## src/rtl/nandRdPkg.sv

```systemverilog
package nandRdPkg;

  localparam logic [7:0] CMD_READ    = 8'h00;
  localparam logic [7:0] CMD_CONFIRM = 8'h30;
  localparam logic [7:0] CMD_STATUS  = 8'h70;

  typedef enum logic [2:0] {
    TMR_SETUP,
    TMR_WE,
    TMR_HOLD,
    TMR_RE,
    TMR_REH,
    TMR_WB
  } tmrSel_e;

  // strobes from the control FSM to the datapath
  typedef struct packed {
    logic       reqAccept;
    logic       tmrStart;
    tmrSel_e    tmrSel;
    logic       shiftAddr;
    logic       ioUseAddr;
    logic [7:0] cmdByte;
    logic       capStatus;
    logic       capData;
    logic       busyClr;
    logic       busyEn;
    logic       setTimeout;
  } dpStrobe_t;

endpackage

```

## src/rtl/nandRdDatapath.sv

```systemverilog
module nandRdDatapath
  import nandRdPkg::*;
#(
  parameter int COL_W       = 12,
  parameter int ROW_W       = 24,
  parameter int LEN_W       = 12,
  parameter int TMR_W       = 8,
  parameter int T_SETUP     = 2,
  parameter int T_WE        = 2,
  parameter int T_HOLD      = 1,
  parameter int T_RE        = 2,
  parameter int T_REH       = 1,
  parameter int T_WB        = 4,
  parameter int TIMEOUT_CYC = 2000,
  parameter int BIT_UNCORR  = 0,
  parameter int BIT_CORR    = 3
) (
  input  logic             clk,
  input  logic             rstN,
  input  dpStrobe_t        stb,
  input  logic [COL_W-1:0] reqCol,
  input  logic [ROW_W-1:0] reqRow,
  input  logic [LEN_W-1:0] reqLen,
  input  logic [7:0]       nandIoIn,
  input  logic             dataReady,
  output logic             tmrDone,
  output logic             addrLast,
  output logic             bytesDone,
  output logic             busyTimeout,
  output logic [7:0]       nandIoOut,
  output logic             dataValid,
  output logic [7:0]       dataByte,
  output logic             dataLast,
  output logic             resUncorr,
  output logic             resCorr,
  output logic             resTimeout
);

  localparam int COL_CYC  = (COL_W + 7) / 8;
  localparam int ROW_CYC  = (ROW_W + 7) / 8;
  localparam int ADDR_CYC = COL_CYC + ROW_CYC;
  localparam int ADDR_W   = ADDR_CYC * 8;
  localparam int ACNT_W   = $clog2(ADDR_CYC + 1);
  localparam int BUSY_W   = $clog2(TIMEOUT_CYC + 1);

  localparam logic [TMR_W-1:0] DUR_SETUP = TMR_W'(T_SETUP - 1);
  localparam logic [TMR_W-1:0] DUR_WE    = TMR_W'(T_WE - 1);
  localparam logic [TMR_W-1:0] DUR_HOLD  = TMR_W'(T_HOLD - 1);
  localparam logic [TMR_W-1:0] DUR_RE    = TMR_W'(T_RE - 1);
  localparam logic [TMR_W-1:0] DUR_REH   = TMR_W'(T_REH - 1);
  localparam logic [TMR_W-1:0] DUR_WB    = TMR_W'(T_WB - 1);

  logic [TMR_W-1:0]  tmr;
  logic [ADDR_W-1:0] addrSr;
  logic [ACNT_W-1:0] addrLeft;
  logic [LEN_W-1:0]  byteLeft;
  logic [BUSY_W-1:0] busyCnt;
  logic [ADDR_W-1:0] addrInit;

  // column bytes sit in the low cycles, row bytes above them
  assign addrInit = {(ROW_CYC*8)'(reqRow), (COL_CYC*8)'(reqCol)};

  // phase timer
  always_ff @(posedge clk or negedge rstN) begin
    if (!rstN) begin
      tmr <= '0;
    end else if (stb.tmrStart) begin
      case (stb.tmrSel)
        TMR_SETUP: tmr <= DUR_SETUP;
        TMR_WE:    tmr <= DUR_WE;
        TMR_HOLD:  tmr <= DUR_HOLD;
        TMR_RE:    tmr <= DUR_RE;
        TMR_REH:   tmr <= DUR_REH;
        TMR_WB:    tmr <= DUR_WB;
        default:   tmr <= '0;
      endcase
    end else if (tmr != '0) begin
      tmr <= tmr - 1'b1;
    end
  end
  assign tmrDone = (tmr == '0);

  // address shift register and cycle count
  always_ff @(posedge clk or negedge rstN) begin
    if (!rstN) begin
      addrSr   <= '0;
      addrLeft <= '0;
    end else if (stb.reqAccept) begin
      addrSr   <= addrInit;
      addrLeft <= ACNT_W'(ADDR_CYC);
    end else if (stb.shiftAddr) begin
      addrSr   <= addrSr >> 8;
      addrLeft <= addrLeft - 1'b1;
    end
  end
  assign addrLast  = (addrLeft == ACNT_W'(1));
  assign nandIoOut = stb.ioUseAddr ? addrSr[7:0] : stb.cmdByte;

  // ready/busy timeout counter, saturating
  always_ff @(posedge clk or negedge rstN) begin
    if (!rstN) begin
      busyCnt <= '0;
    end else if (stb.busyClr) begin
      busyCnt <= '0;
    end else if (stb.busyEn && !busyTimeout) begin
      busyCnt <= busyCnt + 1'b1;
    end
  end
  assign busyTimeout = (busyCnt >= BUSY_W'(TIMEOUT_CYC));

  // byte count and output holding register
  always_ff @(posedge clk or negedge rstN) begin
    if (!rstN) begin
      byteLeft  <= '0;
      dataValid <= 1'b0;
      dataByte  <= '0;
      dataLast  <= 1'b0;
    end else begin
      if (stb.reqAccept) begin
        byteLeft <= reqLen;
      end else if (stb.capData) begin
        byteLeft <= byteLeft - 1'b1;
      end
      if (stb.capData) begin
        dataValid <= 1'b1;
        dataByte  <= nandIoIn;
        dataLast  <= (byteLeft == LEN_W'(1));
      end else if (dataValid && dataReady) begin
        dataValid <= 1'b0;
        dataLast  <= 1'b0;
      end
    end
  end
  assign bytesDone = (byteLeft == '0);

  // result flags
  always_ff @(posedge clk or negedge rstN) begin
    if (!rstN) begin
      resUncorr  <= 1'b0;
      resCorr    <= 1'b0;
      resTimeout <= 1'b0;
    end else if (stb.reqAccept) begin
      resUncorr  <= 1'b0;
      resCorr    <= 1'b0;
      resTimeout <= 1'b0;
    end else begin
      if (stb.capStatus) begin
        resUncorr <= nandIoIn[BIT_UNCORR];
        resCorr   <= nandIoIn[BIT_CORR];
      end
      if (stb.setTimeout) begin
        resTimeout <= 1'b1;
      end
    end
  end

endmodule

```

## src/rtl/nandRdCtrl.sv

```systemverilog
module nandRdCtrl
  import nandRdPkg::*;
(
  input  logic      clk,
  input  logic      rstN,
  input  logic      reqValid,
  input  logic      nandRbN,
  input  logic      tmrDone,
  input  logic      addrLast,
  input  logic      bytesDone,
  input  logic      busyTimeout,
  input  logic      dataValid,
  output dpStrobe_t stb,
  output logic      reqReady,
  output logic      doneStb,
  output logic      nandCle,
  output logic      nandAle,
  output logic      nandWeN,
  output logic      nandReN,
  output logic      nandIoOe
);

  typedef enum logic [3:0] {
    S_IDLE,
    S_CMD_RD,
    S_ADDR,
    S_CMD_CONF,
    S_WAIT_WB,
    S_WAIT_RDY,
    S_CMD_STAT,
    S_RD_STAT,
    S_CMD_OUT,
    S_DATA,
    S_DRAIN,
    S_DONE
  } state_e;

  // write cycle: A setup, B strobe low, C hold
  // read cycle:  A strobe low, B strobe high, C wait for stream slot
  typedef enum logic [1:0] {PH_A, PH_B, PH_C} phase_e;

  state_e state, stateNx;
  phase_e ph, phNx;
  logic   isWrite, isRead, writeEnd;

  always_ff @(posedge clk or negedge rstN) begin
    if (!rstN) begin
      state <= S_IDLE;
      ph    <= PH_A;
    end else begin
      state <= stateNx;
      ph    <= phNx;
    end
  end

  assign isWrite = (state == S_CMD_RD) || (state == S_ADDR) || (state == S_CMD_CONF) ||
                   (state == S_CMD_STAT) || (state == S_CMD_OUT);
  assign isRead  = (state == S_RD_STAT) || (state == S_DATA);

  assign nandCle  = isWrite && (state != S_ADDR);
  assign nandAle  = (state == S_ADDR);
  assign nandIoOe = isWrite;
  assign nandWeN  = !(isWrite && (ph == PH_B));
  assign nandReN  = !(isRead && (ph == PH_A));
  assign reqReady = (state == S_IDLE);
  assign doneStb  = (state == S_DONE);

  always_comb begin
    stb       = '0;
    stb.tmrSel = TMR_SETUP;
    stateNx   = state;
    phNx      = ph;
    writeEnd  = 1'b0;

    stb.ioUseAddr = (state == S_ADDR);
    case (state)
      S_CMD_CONF: stb.cmdByte = CMD_CONFIRM;
      S_CMD_STAT: stb.cmdByte = CMD_STATUS;
      default:    stb.cmdByte = CMD_READ;
    endcase

    // shared write-cycle phase walk
    if (isWrite && tmrDone) begin
      case (ph)
        PH_A: begin
          stb.tmrStart = 1'b1;
          stb.tmrSel   = TMR_WE;
          phNx         = PH_B;
        end
        PH_B: begin
          stb.tmrStart = 1'b1;
          stb.tmrSel   = TMR_HOLD;
          phNx         = PH_C;
        end
        default: writeEnd = 1'b1;
      endcase
    end

    case (state)
      S_IDLE: begin
        if (reqValid) begin
          stb.reqAccept = 1'b1;
          stb.tmrStart  = 1'b1;
          stb.tmrSel    = TMR_SETUP;
          stateNx       = S_CMD_RD;
          phNx          = PH_A;
        end
      end
      S_CMD_RD: begin
        if (writeEnd) begin
          stb.tmrStart = 1'b1;
          stb.tmrSel   = TMR_SETUP;
          stateNx      = S_ADDR;
          phNx         = PH_A;
        end
      end
      S_ADDR: begin
        if (writeEnd) begin
          stb.shiftAddr = 1'b1;
          stb.tmrStart  = 1'b1;
          stb.tmrSel    = TMR_SETUP;
          phNx          = PH_A;
          if (addrLast) stateNx = S_CMD_CONF;
        end
      end
      S_CMD_CONF: begin
        if (writeEnd) begin
          stb.busyClr  = 1'b1;
          stb.tmrStart = 1'b1;
          stb.tmrSel   = TMR_WB;
          stateNx      = S_WAIT_WB;
        end
      end
      S_WAIT_WB: begin
        stb.busyEn = 1'b1;
        if (tmrDone) stateNx = S_WAIT_RDY;
      end
      S_WAIT_RDY: begin
        stb.busyEn = 1'b1;
        if (nandRbN) begin
          stb.tmrStart = 1'b1;
          stb.tmrSel   = TMR_SETUP;
          stateNx      = S_CMD_STAT;
          phNx         = PH_A;
        end else if (busyTimeout) begin
          stb.setTimeout = 1'b1;
          stateNx        = S_DONE;
        end
      end
      S_CMD_STAT: begin
        if (writeEnd) begin
          stb.tmrStart = 1'b1;
          stb.tmrSel   = TMR_RE;
          stateNx      = S_RD_STAT;
          phNx         = PH_A;
        end
      end
      S_RD_STAT: begin
        if (tmrDone && ph == PH_A) begin
          stb.capStatus = 1'b1;
          stb.tmrStart  = 1'b1;
          stb.tmrSel    = TMR_REH;
          phNx          = PH_B;
        end else if (tmrDone) begin
          stb.tmrStart = 1'b1;
          stb.tmrSel   = TMR_SETUP;
          stateNx      = S_CMD_OUT;
          phNx         = PH_A;
        end
      end
      S_CMD_OUT: begin
        if (writeEnd) begin
          stateNx = S_DATA;
          phNx    = PH_C;
        end
      end
      S_DATA: begin
        case (ph)
          PH_C: begin
            if (!dataValid) begin
              stb.tmrStart = 1'b1;
              stb.tmrSel   = TMR_RE;
              phNx         = PH_A;
            end
          end
          PH_A: begin
            if (tmrDone) begin
              stb.capData  = 1'b1;
              stb.tmrStart = 1'b1;
              stb.tmrSel   = TMR_REH;
              phNx         = PH_B;
            end
          end
          default: begin
            if (tmrDone) begin
              phNx = PH_C;
              if (bytesDone) stateNx = S_DRAIN;
            end
          end
        endcase
      end
      S_DRAIN: begin
        if (!dataValid) stateNx = S_DONE;
      end
      S_DONE: begin
        stateNx = S_IDLE;
        phNx    = PH_A;
      end
      default: stateNx = S_IDLE;
    endcase
  end

endmodule

```

## src/rtl/nandPageReader.sv

```systemverilog
module nandPageReader
  import nandRdPkg::*;
#(
  parameter int PAGE_BYTES  = 2112,
  parameter int ROW_W       = 24,
  parameter int TMR_W       = 8,
  parameter int T_SETUP     = 2,
  parameter int T_WE        = 2,
  parameter int T_HOLD      = 1,
  parameter int T_RE        = 2,
  parameter int T_REH       = 1,
  parameter int T_WB        = 4,
  parameter int TIMEOUT_CYC = 2000,
  parameter int BIT_UNCORR  = 0,
  parameter int BIT_CORR    = 3,
  localparam int COL_W      = $clog2(PAGE_BYTES),
  localparam int LEN_W      = $clog2(PAGE_BYTES + 1)
) (
  input  logic             clk,
  input  logic             rstN,
  input  logic             reqValid,
  output logic             reqReady,
  input  logic [COL_W-1:0] reqCol,
  input  logic [ROW_W-1:0] reqRow,
  input  logic [LEN_W-1:0] reqLen,
  output logic             nandCle,
  output logic             nandAle,
  output logic             nandWeN,
  output logic             nandReN,
  input  logic             nandRbN,
  output logic [7:0]       nandIoOut,
  output logic             nandIoOe,
  input  logic [7:0]       nandIoIn,
  output logic             dataValid,
  input  logic             dataReady,
  output logic [7:0]       dataByte,
  output logic             dataLast,
  output logic             doneStb,
  output logic             resUncorr,
  output logic             resCorr,
  output logic             resTimeout
);

  dpStrobe_t stb;
  logic      tmrDone, addrLast, bytesDone, busyTimeout;

  nandRdCtrl u_ctrl (
    .clk        (clk),
    .rstN       (rstN),
    .reqValid   (reqValid),
    .nandRbN    (nandRbN),
    .tmrDone    (tmrDone),
    .addrLast   (addrLast),
    .bytesDone  (bytesDone),
    .busyTimeout(busyTimeout),
    .dataValid  (dataValid),
    .stb        (stb),
    .reqReady   (reqReady),
    .doneStb    (doneStb),
    .nandCle    (nandCle),
    .nandAle    (nandAle),
    .nandWeN    (nandWeN),
    .nandReN    (nandReN),
    .nandIoOe   (nandIoOe)
  );

  nandRdDatapath #(
    .COL_W      (COL_W),
    .ROW_W      (ROW_W),
    .LEN_W      (LEN_W),
    .TMR_W      (TMR_W),
    .T_SETUP    (T_SETUP),
    .T_WE       (T_WE),
    .T_HOLD     (T_HOLD),
    .T_RE       (T_RE),
    .T_REH      (T_REH),
    .T_WB       (T_WB),
    .TIMEOUT_CYC(TIMEOUT_CYC),
    .BIT_UNCORR (BIT_UNCORR),
    .BIT_CORR   (BIT_CORR)
  ) u_dp (
    .clk        (clk),
    .rstN       (rstN),
    .stb        (stb),
    .reqCol     (reqCol),
    .reqRow     (reqRow),
    .reqLen     (reqLen),
    .nandIoIn   (nandIoIn),
    .dataReady  (dataReady),
    .tmrDone    (tmrDone),
    .addrLast   (addrLast),
    .bytesDone  (bytesDone),
    .busyTimeout(busyTimeout),
    .nandIoOut  (nandIoOut),
    .dataValid  (dataValid),
    .dataByte   (dataByte),
    .dataLast   (dataLast),
    .resUncorr  (resUncorr),
    .resCorr    (resCorr),
    .resTimeout (resTimeout)
  );

endmodule

```

## config.mk

```make
export PLATFORM = sky130hd
export DESIGN_NAME = nandPageReader
export DESIGN_NICKNAME = d
export VERILOG_FILES = /design/src/rtl/nandRdPkg.sv /design/src/rtl/nandRdDatapath.sv /design/src/rtl/nandRdCtrl.sv /design/src/rtl/nandPageReader.sv
export SDC_FILE = /design/constraint.sdc
export NUM_CORES = 1
export LEC_CHECK = 0
export ABC_AREA = 1
export CORE_ASPECT_RATIO = 2
export CORE_MARGIN = 2
export CORE_UTILIZATION = 40
export DETAILED_ROUTE_END_ITERATION = 10
export DONT_BUFFER_PORTS = 1
export PLACE_DENSITY_LB_ADDON = 0.08
export REMOVE_ABC_BUFFERS = 1
export SLEW_MARGIN = 20
export SYNTH_ARGS = -nofsm -noshare
export SYNTH_HDL_FRONTEND = slang
export SYNTH_SLANG_ARGS = --single-unit
```

## constraint.sdc

```tcl
create_clock -name clk -period 1.6 [get_ports clk]
set_input_delay 0.32 -clock clk [delete_from_list [all_inputs] [get_ports clk]]
set_output_delay 0.32 -clock clk [all_outputs]
set_load 0.05 [all_outputs]
```

==> results.py, run 1 <==
metrics = {
    "critical_path": {
        "reg2reg_from": "u_ctrl.state[3]",
        "cpMostUsedCell": "nand2_1",
        "r2r_slack_ns": -0.41,
        "crit_fanout": 6,
        "r2r-end": "u_dp.tmr[0]",
        "cpMaxStageDelayCell": "dfrtp_2",
        "reg2reg_depth": 16,
        "timing.critical_path.to": "u_dp.tmr[0]",
        "cp.arrival_ns": 2.29,
        "cp_cell_sequence": "nor2_4 -> buf_6 -> nand2_4 -> nand3_4 -> buf_6 -> nand3_4 -> buf_6 -> nand2_4 -> nand3_4 -> nand2_2 -> nand2_1 -> nand3_1 -> nand2_1 -> nand2_2 -> nand2_1 -> nand2_1",
        "cp-startpoint": "u_ctrl.state[3]",
        "critPathLaunchType": "flip-flop",
        "cpPeakStageDelay_ns": 0.47,
        "setup.worst_path.end_class": "flip-flop",
        "required_ns": 1.88,
        "critical_path_class": "reg2reg",
    },
    "power_and_ir_drop": {
        "p_leak_nw": 4.02,
        "irDropWorstVdd_v": 0.00151,
        "p_total_mw": 16.7,
        "p_per_area_nw_per_um2": 1990,
    },
    "yosys": {
        "synth_xor_area_share_pct": 1.40,
        "netlist_instances": 632,
        "synth_common_cells": "nand2_1, dfrtp_1, inv_1, nor2_1, a21oi_1",
        "synth_warnings": 0,
        "synth-seq-cells": 93,
        "synth_top_family_by_area": "simple AND/OR/NAND/NOR gates",
        "synth-main-ff-cell": "dfrtp_1",
        "synth-seq-area-share_pct": 46.4,
        "synthSimpleGateAreaFrac_pct": 24.4,
        "netlist_area_um2": 5020,
        "muxShareOfSynthArea_pct": 0,
        "ys_types": 47,
        "synth_edf_count": 0,
        "synth_most_common_cell": "nand2_1",
        "synthDominantAreaCellType": "dfrtp_1",
        "async_flop_share_pct": 100,
        "synth_adder_area_share_pct": 3.24,
        "synth_top_area_share_pct": 46.4,
        "synth_compound_area_share_pct": 15.2,
        "synthTopCellsByArea": "dfrtp_1, nand2_1, inv_1, nor2_1, a21oi_1",
        "postSynthAreaPerCell_um2": 7.94,
    },
    "cells_and_area": {
        "area_growth_pct": 67.8,
        "drive_gt1_share_pct": 49.6,
        "fillerInstances": 923,
        "antenna_cells": 0,
        "final_nets": 903,
        "utilization_pct": 69.1,
    },
    "route": {
        "ant_nets": 0,
        "drtIter0Drc": 158,
        "dr.pass1.iters": 4,
        "drc_errors": 0,
        "via_per_inst": 5.20,
        "vias": 5092,
        "wire_per_inst_um": 17.2,
        "wirelength_mm": 16.8,
    },
    "grt": {
        "grt_antenna_before_repair": 0,
        "grtUsageTotal_pct": 23.8,
        "grt_remaining_overflow": 0,
        "grt_max_degree": 94,
        "grt_pass1_vias": 5464,
        "grt_pass1_wl_mm": 25.8,
    },
    "timing": {
        "min_period_ns": 2.01,
        "slew_headroom_pct": 66.4,
        "rsz0062_at_grt": "yes",
        "finClkSkew_ns": 0.00749,
        "setup_violations": 100,
        "setup_slack_ns": -0.410,
        "finalHoldViolCount": 93,
        "post-route-period-util_pct": 126,
        "holdWs_ns": -0.340,
        "fmax_ghz": 0.498,
        "fin_setup_tns_ns": -27.94,
        "worstMarginPinSlew_ns": 0.505,
        "slew_viol_final": 0,
    },
    "floorplanning": {
        "rows": 57,
        "ioPinCount": 89,
        "die_x_um": 83.2,
        "dieArea_um2": 13500,
        "coreArea_um2": 12200,
        "initial_core_util_pct": 41.2,
        "fp.dieH_um": 162,
    },
    "run_status": {
        "violations": "negative hold slack, negative setup slack",
        "run_status": "finished, violations left",
    },
    "clock_tree": {
        "tritoncts": "built",
        "htreeDepth": 3,
        "path_clk_slew_ns": 0.07,
        "clk_path_buf_depth": 2,
        "clock_latency_ns": 0.35,
        "cts_buffers": 9,
        "clock_sinks": 93,
        "cts_root_buffer": "clkbuf_16",
    },
    "worst_hold_path": {
        "hold_path.class": "in2async",
    },
    "place": {
        "dp_hpwl_mm": 10.5,
        "routabilityCongestion": 0.905,
        "portBuffers": 0,
    },
    "run": {
        "cap_violations": 0,
    },
}
==> worst min path at each step <==
stage,cells past startpoint,endpoint,slack (ns)
floorplan,0,u_ctrl.ph[0],0.02
global placement,0,u_ctrl.state[1],0.03
detailed placement,0,u_ctrl.state[1],0.03
CTS,0,u_dp.addrSr[17],-0.34
global route,0,u_ctrl.state[1],-0.35
finish,0,u_ctrl.state[1],-0.34
==> state kept, by name (all words and copies together), names as in the netlist <==
| name | flops |
|---|---|
| u_dp.addrSr | 40 |
| u_dp.byteLeft | 12 |
| u_dp.busyCnt | 11 |
| u_dp.dataByte | 8 |
| u_dp.tmr | 8 |
| u_ctrl.state | 4 |
| u_dp.addrLeft | 3 |
| u_ctrl.ph | 2 |
| u_dp.dataLast | 1 |
| u_dp.dataValid | 1 |
| u_dp.resCorr | 1 |
| u_dp.resTimeout | 1 |
| u_dp.resUncorr | 1 |
==> placed cells by master (no fill, tap or decap), types with 11 or more instances in the layout <==
master       n
buf_12      13
inv_1       74
buf_6       52
nand2_2     17
nor2_2      19
nand2_1    114
nor2_4      22
clkbuf_16   11
o21ai_1     17
nand2_4     16
o21ai_2     16
a21oi_2     14
nand3_1     17
a21oi_1     19
nor2_1      33
dfrtp_1     89
buf_4      121
==> what timing repair did <==
item	4_1_cts	5_1_grt
pin swaps	31	33
setup endpoints to repair	107	107
buffers inserted	47	19
hold endpoints to repair	93	93
resized for setup	214	133
cloned	10	2
==> where the power goes <==
part / switching (mW) / internal (mW) / leakage, nW
Clock: 0.945 / 1.41 / 0.151
Combinational: 5.36 / 4.70 / 2.75
Sequential: 1.05 / 3.28 / 1.12
Total: 7.36 / 9.39 / 4.02
==> stage by stage <==
stage          cells  setup WS (ns)  area (um2)  hold WS, ns
2_1_floorplan    614          -1.29        4910       0.0244
3_3_place_gp     899         -0.317        6210       0.0273
3_5_place_dp     899         -0.421        6210       0.0281
4_1_cts          968         -0.352        7890       -0.341
5_1_grt          980         -0.499        8420       -0.349
6_report         980         -0.410        8420       -0.340
==> layout make-up <==
cell class                      count  area [um2]  area share (%)
Timing Repair Buffer              200        2000            23.7
Clock inverter                      5        83.8           0.995
Multi-Input combinational cell    425        3130            37.1
Tap cell                          147         184            2.18
Timing Repair inverter              3        28.8           0.342
Inverter                           97         429            5.10
Clock buffer                       10         239            2.84
Sequential cell                    93        2330            27.7
==> cell families after synthesis <==
family,after synthesis
and+or+nand+nor,276
adders and majority gates,13
buffers and inverters,115
DFF,93
AOI/OAI and AO/OA,127
xor gates and xnor gates,8
==> metal layers <==
| layer | part of all wire (%) | up-vias | GRT usage (%) |
|---|---|---|---|
| li1 | - | 2467 | - |
| met1 | 36 | 2467 | 24.3 |
| met2 | 57 | 113 | 46.2 |
| met3 | 2.8 | 45 | 3.50 |
| met4 | 4.1 | 0 | 11.7 |
| met5 | 0 | - | 0 |
==> worst max-delay path: cells and delay by family, from the launching register on <==
kind,cells,cell delay [ns]
and+or+nand+nor,13,1.06
DFF,1,0.47
buffers and inverters,3,0.40
Note: power is estimated with default switching activity, not from simulation.
==> run 2, diff against run 1 <==
--- a/config.mk
+++ b/config.mk
@@ -9,6 +9,8 @@
 export CORE_ASPECT_RATIO = 2
 export CORE_MARGIN = 2
 export CORE_UTILIZATION = 40
+export CTS_BUF_LIST = sky130_fd_sc_hd__clkbuf_4 sky130_fd_sc_hd__clkbuf_8
+export CTS_CLUSTER_DIAMETER = 30
 export DETAILED_ROUTE_END_ITERATION = 10
 export DONT_BUFFER_PORTS = 1
 export PLACE_DENSITY_LB_ADDON = 0.08
==> run 2 against run 1 <==
Against the previous run:
- the flow still finishes with violations (negative hold slack, negative setup slack)
- largest power group unchanged
- combinational power grew 8%
- die area unchanged
- worst setup slack got worse by 0.024 ns
- total power is 2.1% higher
- cell count up 1.0%
- sequential power about the same
- critical endpoint is now nandIoOut[4]
==> results.py, run 2 (synthesis gave the netlist of run 1 again) <==
metrics = {
    "run_status": {
        "run_status": "finished, violations left",
        "violations": "negative hold slack, negative setup slack",
    },
    "cells_and_area": {
        "utilization_pct": 71.6,
        "layout_common_cells": "buf_4, nand2_1, dfrtp_1",
        "layout_commonest_cell": "buf_4",
        "largest_reg_flops": 40,
        "top_regs": "u_dp.addrSr x40, u_dp.byteLeft x12, u_dp.busyCnt x11",
        "antenna_cells": 0,
        "area_growth_pct": 74.0,
        "drive_gt1_share_pct": 53.5,
        "final_nets": 913,
        "largest_register": "u_dp.addrSr",
    },
    "timing": {
        "finClkSkew_ns": 0.0106,
        "slew_headroom_pct": 63.3,
        "worstMarginPinSlew_ns": 0.550,
        "min_period_ns": 2.03,
        "setup_slack_ns": -0.433,
        "post-route-period-util_pct": 127,
        "fmax_ghz": 0.492,
        "setup_violations": 107,
        "holdWs_ns": -0.370,
        "rsz0062_at_grt": "yes",
        "slew_viol_final": 0,
        "finalHoldViolCount": 93,
    },
    "route": {
        "ant_nets": 0,
        "drtIter0Drc": 199,
        "via_per_inst": 5.21,
        "drc_errors": 0,
        "wire_per_inst_um": 17.8,
        "dr.pass1.iters": 4,
        "vias": 5153,
        "wirelength_mm": 17.6,
    },
    "grt": {
        "grt_pass1_wl_mm": 27.3,
        "grt_remaining_overflow": 0,
        "grt_antenna_before_repair": 0,
        "grt_max_degree": 94,
        "grt_pass1_vias": 5674,
        "grtUsageTotal_pct": 25.6,
    },
    "critical_path": {
        "cp_cell_sequence": "nor2_4 -> inv_4 -> nor2_4 -> inv_4 -> o21ai_2 -> buf_6",
        "cpPeakStageDelay_ns": 0.48,
        "setup.worst_path.end_class": "output pin",
        "crit_fanout": 8,
        "critPathLaunchType": "flip-flop",
        "reg2reg_depth": 13,
        "r2r_slack_ns": -0.40,
        "cp.arrival_ns": 1.71,
        "r2r-end": "u_dp.addrSr[38]",
        "reg2reg_from": "u_ctrl.state[2]",
        "required_ns": 1.28,
        "critical_path_class": "reg2out",
        "cpMaxStageDelayCell": "dfrtp_2",
    },
    "clock_tree": {
        "tritoncts": "built",
        "cts_buffers": 9,
        "clk_path_buf_depth": 2,
        "cts_root_buffer": "clkbuf_8",
        "clock_sinks": 93,
        "htreeDepth": 3,
        "path_clk_slew_ns": 0.09,
        "clock_latency_ns": 0.38,
    },
    "floorplanning": {
        "rows": 57,
        "ioPinCount": 89,
        "fp.dieH_um": 162,
        "initial_core_util_pct": 41.2,
        "coreArea_um2": 12200,
        "die_x_um": 83.2,
        "dieArea_um2": 13500,
    },
    "place": {
        "routabilityCongestion": 0.905,
        "dpl_worst_slack_ns": -0.421,
        "dp_hpwl_mm": 10.5,
        "portBuffers": 0,
    },
    "power_and_ir_drop": {
        "irDropWorstVdd_v": 0.00149,
        "p_per_area_nw_per_um2": 1960,
        "swShare_pct": 44.9,
        "internal_power_mw": 9.42,
        "seqPwrFrac_pct": 25.5,
        "p_comb_share_pct": 63.9,
        "p_leak_nw": 4.12,
        "p_sw_mw": 7.68,
        "pwr-share-clk_pct": 10.6,
    },
    "worst_hold_path": {
        "hold_path.class": "in2async",
    },
    "run": {
        "cap_violations": 0,
    },
}
==> run 2: cell count changes in the layout (fill, tap and decap cells not counted), sizes merged <==
cell / before / now
buf: 198 / 210
clkbuf: 12 / 10
clkinv: 2 / 3
inv: 99 / 98
==> run 2: worst max-delay path by stage <==
| stage | startpoint | end | cells past startpoint |
|---|---|---|---|
| 5_1_grt | u_ctrl.state[1] | nandIoOut[4] | 7 |
| 3_3_place_gp | u_ctrl.state[0] | u_dp.tmr[0] | 13 |
| 6_report | u_ctrl.state[2] | nandIoOut[4] | 6 |
| 3_5_place_dp | u_ctrl.ph[0] | u_dp.busyCnt[5] | 9 |
| 2_1_floorplan | u_ctrl.state[1] | nandIoOut[4] | 6 |
| 4_1_cts | u_ctrl.state[2] | nandCle | 8 |
==> run 2: final cells by class <==
class,instances,area [um2]
multi-input cells,425,3320
repair inverters,3,33.8
clock buffers,10,138
well taps,147,184
clock inverters,5,83.8
flip-flops and latches,93,2330
repair buffers,210,2210
inverters,97,424
fillers,864,3460
==> run 2: worst max-delay path, delay by kind of cell, from the launching register on <==
family	cells	cell delay, ns
compound gates	1	0.18
buf+inv	3	0.36
flops	1	0.48
simple gates	2	0.32
==> run 2: power groups by stage <==
stage	combinational (mW)	clock (mW)	sequential, mW
after floorplan	3.85	0	4.18
after global placement	6.48	0	4.20
after detailed placement	6.59	0	4.23
after CTS	9.68	1.84	4.28
after global routing	11.7	1.94	4.44
final	10.9	1.81	4.36
==> run 2: what timing repair did <==
| item | in CTS | in global routing |
|---|---|---|
| gates resized for setup | 281 | 136 |
| endpoints found under the hold margin | 93 | 93 |
| cloned | 17 | 0 |
| buffers inserted | 55 | 23 |
| endpoints found under the setup margin | 107 | 107 |
| pin swaps | 53 | 45 |
==> run 2: per-layer routing <==
| layer | vias up | GRT usage (%) | share of wire [%] | wire, um |
|---|---|---|---|---|
| met3 | 47 | 3.95 | 3.1 | 549 |
| met4 | 0 | 12.6 | 3.9 | 680 |
| met5 | - | 0 | 0 | 0 |
| met1 | 2501 | 25.8 | 35 | 6190 |
| met2 | 126 | 49.7 | 58 | 10200 |
| li1 | 2479 | - | - | - |
==> run 2: per-stage QoR <==
stage	TNS [ns]	power [mW]	area, um2	std cells
finish	-28.77	17.1	8730	990
global route	-35.84	18.0	8730	990
CTS	-25.24	15.8	8210	982
detailed placement	-22.16	10.8	6210	899
global placement	-18.50	10.7	6210	899
floorplan	-45.44	8.03	4910	614
